<file path="src/rtl/ddr_deint_pkg.sv">
package ddr_deint_pkg;
  localparam int unsigned DEF_LANES = 8;

  // bit positions of a lane pair inside the rebuilt word
  function automatic int unsigned rise_pos(input int unsigned lane);
    return 2 * lane + 1;
  endfunction

  function automatic int unsigned fall_pos(input int unsigned lane);
    return 2 * lane;
  endfunction
endpackage

</file>
<file path="src/rtl/ddr_deint_rst_sync.sv">
module ddr_deint_rst_sync (
  input  logic clk,
  input  logic rst_n,
  output logic rst_sync_n
);
  logic [1:0] sync_q;
  logic [1:0] sync_d;

  always_comb begin
    sync_d = {sync_q[0], 1'b1};
  end

  always_ff @(posedge clk or negedge rst_n) begin
    if (!rst_n) sync_q <= 2'b00;
    else        sync_q <= sync_d;
  end

  assign rst_sync_n = sync_q[1];
endmodule

</file>
<file path="src/rtl/ddr_deint_lane_align.sv">
module ddr_deint_lane_align #(
  parameter int unsigned LANES    = ddr_deint_pkg::DEF_LANES,
  parameter int unsigned FALL_LAG = 1
) (
  input  logic             clk,
  input  logic             rst_n,
  input  logic [LANES-1:0] rise_in,
  input  logic [LANES-1:0] fall_in,
  output logic [LANES-1:0] rise_out,
  output logic [LANES-1:0] fall_out
);
  assign fall_out = fall_in;

  generate
    if (FALL_LAG != 0) begin : g_lag
      logic [LANES-1:0] rise_q;
      logic [LANES-1:0] rise_d;
      logic             hold_en;

      assign hold_en = 1'b1;

      always_comb begin
        rise_d = rise_q;
        if (hold_en) rise_d = rise_in;
      end

      always_ff @(posedge clk or negedge rst_n) begin
        if (!rst_n) rise_q <= '0;
        else        rise_q <= rise_d;
      end

      assign rise_out = rise_q;
    end else begin : g_nolag
      logic unused_clk_rst;
      assign unused_clk_rst = clk ^ rst_n;
      assign rise_out = rise_in;
    end
  endgenerate
endmodule

</file>
<file path="src/rtl/ddr_deint_interleave.sv">
module ddr_deint_interleave #(
  parameter int unsigned LANES = ddr_deint_pkg::DEF_LANES,
  localparam int unsigned WORD_W = 2 * LANES
) (
  input  logic [LANES-1:0]  rise_bits,
  input  logic [LANES-1:0]  fall_bits,
  output logic [WORD_W-1:0] word
);
  import ddr_deint_pkg::*;

  generate
    for (genvar k = 0; k < LANES; k++) begin : g_pair
      assign word[rise_pos(k)] = rise_bits[k];
      assign word[fall_pos(k)] = fall_bits[k];
    end
  endgenerate
endmodule

</file>
<file path="src/rtl/ddr_deint_top.sv">
module ddr_deint_top #(
  parameter int unsigned LANES    = ddr_deint_pkg::DEF_LANES,
  parameter int unsigned FALL_LAG = 1,
  localparam int unsigned WORD_W  = 2 * LANES
) (
  input  logic              clk,
  input  logic              rst_n,
  input  logic              in_valid,
  input  logic [LANES-1:0]  lane_rise,
  input  logic [LANES-1:0]  lane_fall,
  output logic [WORD_W-1:0] out_word,
  output logic              out_valid
);
  logic              rst_sync_n;
  logic [LANES-1:0]  rise_al;
  logic [LANES-1:0]  fall_al;
  logic [WORD_W-1:0] word_comb;
  logic [WORD_W-1:0] word_d;
  logic [WORD_W-1:0] word_q;
  logic              valid_d;
  logic              valid_q;
  logic              in_valid_g;

  ddr_deint_rst_sync u_rst (
    .clk        (clk),
    .rst_n      (rst_n),
    .rst_sync_n (rst_sync_n)
  );

  ddr_deint_lane_align #(
    .LANES    (LANES),
    .FALL_LAG (FALL_LAG)
  ) u_align (
    .clk      (clk),
    .rst_n    (rst_sync_n),
    .rise_in  (lane_rise),
    .fall_in  (lane_fall),
    .rise_out (rise_al),
    .fall_out (fall_al)
  );

  ddr_deint_interleave #(
    .LANES (LANES)
  ) u_ilv (
    .rise_bits (rise_al),
    .fall_bits (fall_al),
    .word      (word_comb)
  );

  assign in_valid_g = in_valid & rst_sync_n;

  always_comb begin
    word_d  = word_q;
    valid_d = in_valid_g;
    if (in_valid_g) word_d = word_comb;
  end

  always_ff @(posedge clk or negedge rst_sync_n) begin
    if (!rst_sync_n) begin
      word_q  <= '0;
      valid_q <= 1'b0;
    end else begin
      word_q  <= word_d;
      valid_q <= valid_d;
    end
  end

  assign out_word  = word_q;
  assign out_valid = valid_q;
endmodule

</file>
<file path="config.mk">
export PLATFORM = sky130hd
export DESIGN_NAME = ddr_deint_top
export DESIGN_NICKNAME = d
export VERILOG_FILES = /design/src/rtl/ddr_deint_pkg.sv /design/src/rtl/ddr_deint_rst_sync.sv /design/src/rtl/ddr_deint_lane_align.sv /design/src/rtl/ddr_deint_interleave.sv /design/src/rtl/ddr_deint_top.sv
export SDC_FILE = /design/constraint.sdc
export NUM_CORES = 1
export LEC_CHECK = 0
export CAP_MARGIN = 10
export CORE_UTILIZATION = 44
export CTS_BUF_LIST = sky130_fd_sc_hd__clkbuf_4
export CTS_CLUSTER_SIZE = 16
export DETAILED_ROUTE_END_ITERATION = 16
export GPL_TIMING_DRIVEN = 0
export PLACE_DENSITY = 0.92
export SYNTH_ARGS = -nofsm -noshare
export SYNTH_HDL_FRONTEND = slang
export SYNTH_SLANG_ARGS = --single-unit
</file>
<file path="constraint.sdc">
create_clock -name clk -period 1.35 [get_ports clk]
set_clock_uncertainty 0.2 [all_clocks]
set_input_delay 0.27 -clock clk [delete_from_list [all_inputs] [get_ports clk]]
set_output_delay 0.27 -clock clk [all_outputs]
set_load 0.01 [all_outputs]
</file>
# Word level (Yosys, flattened, before mapping)
# Cells that the tools add are included.
dict set report word_totals {
  regBits 27
  out_inout_bits 17
  wordCells 5
}
dict set report op_classes {
  n_bitwise 1
}
# cell count
set ops {}
lappend ops {{1-bit AND} 1}

# Logic depth before layout (Yosys ltp)
dict set report depth {
  depth_word 1
  ltp_mapped 3
  depth_no_buf 2
}

# By module
# Synthesis repeated with hierarchy kept, for this count alone.
dict set report unflattened {
  hier_cells 71
  area_unflattened_um2 1108.6
}
# module n_inst cells_each area_each_um2
set modules_own_cells {}
lappend modules_own_cells {ddr_deint_top 1 36 674.4}
lappend modules_own_cells {ddr_deint_lane_align 1 16 260.2}
lappend modules_own_cells {ddr_deint_interleave 1 16 120.1}
lappend modules_own_cells {ddr_deint_rst_sync 1 3 53.8}

# Worst setup path after synthesis
# No wires, ideal clock.
dict set report synth_timing {
  path_kind {flip-flop to flip-flop}
  startpoint {reg u_rst.sync_q[1]}
  endpoint {reg word_q[10], in the netlist out_word[10]}
  setup_time_ps 125
  t_arrival_ps 1555
  t_required_ps 1025
  setup_slack_ps -530
  stages_incl_launch_ff 4
  n_path_buf 1
  synth_period_minus_slack_ps 1880
  cell_sequence {dfrtp_1 -> nand2_4 -> buf_12 -> mux2_4}
}
dict set report synth_via {
  elab_chain_len 1
}
# item line
set synth_lines {}
lappend synth_lines {{start: declaration} ddr_deint_rst_sync.sv:6} ;# logic [1:0] sync_q;
lappend synth_lines {{start signal: assignment} ddr_deint_rst_sync.sv:15} ;# else sync_q <= sync_d;
lappend synth_lines {{1-bit AND} ddr_deint_top.sv:50} ;# assign in_valid_g = in_valid & rst_sync_n;
lappend synth_lines {{end signal: assignment} ddr_deint_top.sv:63} ;# word_q <= word_d;
lappend synth_lines {{end: declaration} ddr_deint_top.sv:19} ;# logic [WORD_W-1:0] word_q;
# Every way passes these cells.
# A chain may end at the register's enable or synchronous reset.

# Worst setup path after layout
dict set report layout_timing {
  startpoint {reg u_rst.sync_q[1]}
  endpoint {reg word_q[9], in the netlist out_word[9]}
}
# The elaborated chain is that of the path after synthesis.

==> metrics.md <==
| Metric | Value |
|---|---|
| Placer Congestion | `0.603` |
| Fin nets | `118` |
| Total core area | `0.00198 sq mm` |
| Total Routed Length | `1620 um` |
| Worst setup margin | `-49.6 ps` |
| Wirelength per Cell | `13.0 um` |
| Mapped Nets | `66` |
| Total grt overflow | `0` |
| Die area | `0.00230 sq mm` |
| CP top delay family | `flip-flops` |
| Initial antenna violation count | `0` |
| Final core occ | `0.714` |
| Reg-to-Reg End | `out_word[9]$_DFFE_PN0P_` |
| Vias | `574` |
| Crit. End Element | `flip-flop` |
| Worst Path Buf+Inv | `1` |
| Ratio of cells with drive above 1 in the final layout | `0.520` |
| Total track usage | `0.146` |
| Worst EP arrival | `1420 ps` |
| Min Clock Period, post-route | `1400 ps` |
| Cells after synthesis | `47` |
| Sequential area share after synthesis | `0.728` |
| IO buf count | `35` |
| DRT iter0 DRCs | `5` |
| TritonRoute pass-1 iters | `2` |
| CTS tree | `built` |
| Worst Hold Class | `flip-flop to async pin` |
| CP max FO | `5` |
| Clock Sinks | `27` |
| Cell Rows | `16` |
| Vias in the first global route | `532` |
| Cell Area, Synth | `928 sq um` |
| Hold_ws | `160 ps` |
| Failing checks | `setup timing` |
| Reg2Reg Launch Point | `u_rst.sync_q[1]$_DFF_PN0_` |
| Max Cap Violations | `0` |
| Finish-stage setup viols | `9` |
| Ant. Diodes | `0` |
| Start point of the critical path | `u_rst.sync_q[1]$_DFF_PN0_` |
| Worst R2R Path Depth | `3` |
| Worst skew pair latency | `320 ps` |
| Startpoint types | `flip-flop` |
| HPWL after DPL | `1010 um` |
| Endpoints failing hold | `0` |
| Status | `finished with violations` |
| Pre-CTS worst setup slack | `-390 ps` |
| Worst-path cell chain | `nand2_8 > clkbuf_16 > mux2_4` |
| Clk root buf | `clkbuf_4` |
| # H-tree levels | `1` |
| RSZ-0062 raised after global routing | `true` |
| WS Path Type | `flip-flop to flip-flop` |
| Ports | `36` |
| Worst VDD drop | `746 uV` |
| CTS buffer count | `3` |
| ANT nets after route | `0` |
| Cell taking the most area after synthesis | `dfrtp_1` |
| Avg Synthesized Cell Area | `19.8 sq um` |
| Levels on crit path | `3` |
| Number of enable flip-flop cells after synthesis | `0` |
| First-pass GRT wire length | `2190 um` |
| Die W | `47.9 um` |
| CP required | `1370 ps` |
| Starting Density | `0.468` |
| Vias per cell | `4.59` |
| Async S/R FF share, synth | `1.00` |
| Clock Path Buffers | `2` |
| F_max | `714 MHz` |
| CTS clk-pin slew, worst paths | `150 ps` |
| Die height | `47.9 um` |
| Leakage power | `0.690 nW` |
| PwrDens | `1170 mW/mm^2` |
| Tcrit/Tclk final | `1.04` |
| Leading post-synthesis cells by instance count | `27 x dfrtp_1, 9 x mux2_4, 7 x mux2_2` |
| Most common cell in the netlist | `dfrtp_1` |
| Number of synthesized register bits | `27` |
| Synth cell types | `7` |
| Critical Path Sink | `out_word[9]$_DFFE_PN0P_` |
| Synth top area share | `0.728` |
| CP max stage delay | `560 ps` |
| Largest net degree at the start of global routing | `17` |
| Reg2reg setup slack | `-50 ps` |
| Max-slew violations | `0` |
| DRC viols | `0` |
| Area growth syn-to-layout | `52.4%` |
| Prevailing post-synth register cell | `dfrtp_1` |
| Ranking of synthesized cells by area | `dfrtp_1 73%, mux2_4 15%, mux2_2 8.5%, buf_12 2.2%, nand2_4 1.2%` |
| YS warnings | `0` |
| Slowest stage cell, crit path | `dfrtp_4` |
[flip-flops by register name, summed over array words and instances (netlist names)]
signal and flops:
out_valid 1, out_word 16, u_align.rise_out 8, u_rst.sync_q 2
[logic make-up after synthesis]
| family | synth area share |
|---|---|
| mux | 0.230 |
| simple gates | 0.0121 |
| buf+inv | 0.0256 |
| other cells | 0.00404 |
| flops | 0.728 |
[worst register-to-register path, stage by stage, from the launching register on]
cell	delay, ps
dfrtp_4	560
nand2_8	110
clkbuf_16	150
mux2_4	290
[metal layers]
layer | share of wire | GRT usage | vias up | routed length (um)
met5 | 0 | 0 | - | 0
met4 | 0.0093 | 0.0833 | 0 | 15
met3 | 0.069 | 0.0491 | 2 | 112
met2 | 0.50 | 0.259 | 25 | 807
met1 | 0.42 | 0.147 | 288 | 683
li1 | - | - | 259 | -
[cell type report]
cell class	instances	area, sq um
flip-flops and latches	27	679
well taps	27	33.8
clock inverters	1	7.51
repair buffers	46	399
multi-input cells	19	249
plain buffers	1	20.0
inverters	1	3.75
fillers	131	567
clock buffers	3	22.5
[power by group]
group / total, mW / switching (mW) / internal (mW)
Sequential: 0.942 / 0.0454 / 0.896
Clock: 0.339 / 0.226 / 0.113
Combinational: 0.382 / 0.133 / 0.249
[timing repair]
item	in CTS	in global routing
setup buffers	7	2
pin swaps	0	0
endpoints found under the setup margin	33	26
gates resized for setup	69	4
hold endpoints to repair	2	0
cloned	0	2
hold buffers	1	0
[metrics by stage]
| stage | TNS (ps) | std cells | power [mW] | instance area (sq um) |
|---|---|---|---|---|
| after global placement | -4890 | 109 | 1.32 | 1330 |
| final | -370 | 125 | 1.66 | 1420 |
| after floorplan | -1510 | 47 | 1.11 | 941 |
| after CTS | -435 | 121 | 1.64 | 1340 |
| after detailed placement | -5140 | 109 | 1.33 | 1330 |
| after global routing | -952 | 125 | 1.75 | 1420 |
[cells in the final DEF (no fill, tap or decap), drive strengths merged]
cell type      instances
nand2                  2
clkbuf                 4
mux2                  16
dlymetal6s2s           1
dfrtp                 27
clkdlybuf4s50         17
clkinvlp               1
inv                    1
dlygate4sd3            1
conb                   1
buf                   27
[worst min path at each step]
stage,startpoint,endpoint,cells past startpoint
floorplan,rst_n,u_rst.sync_q[0]$_DFF_PN0_,0
global placement,u_rst.sync_q[1]$_DFF_PN0_,u_align.rise_out[5]$_DFF_PN0_,0
detailed placement,u_rst.sync_q[1]$_DFF_PN0_,out_word[5]$_DFFE_PN0P_,0
CTS,u_rst.sync_q[1]$_DFF_PN0_,out_word[7]$_DFFE_PN0P_,1
global route,lane_rise[4],u_align.rise_out[4]$_DFF_PN0_,1
finish,u_rst.sync_q[1]$_DFF_PN0_,out_word[7]$_DFFE_PN0P_,1
Power figures use the tool's default switching activity.
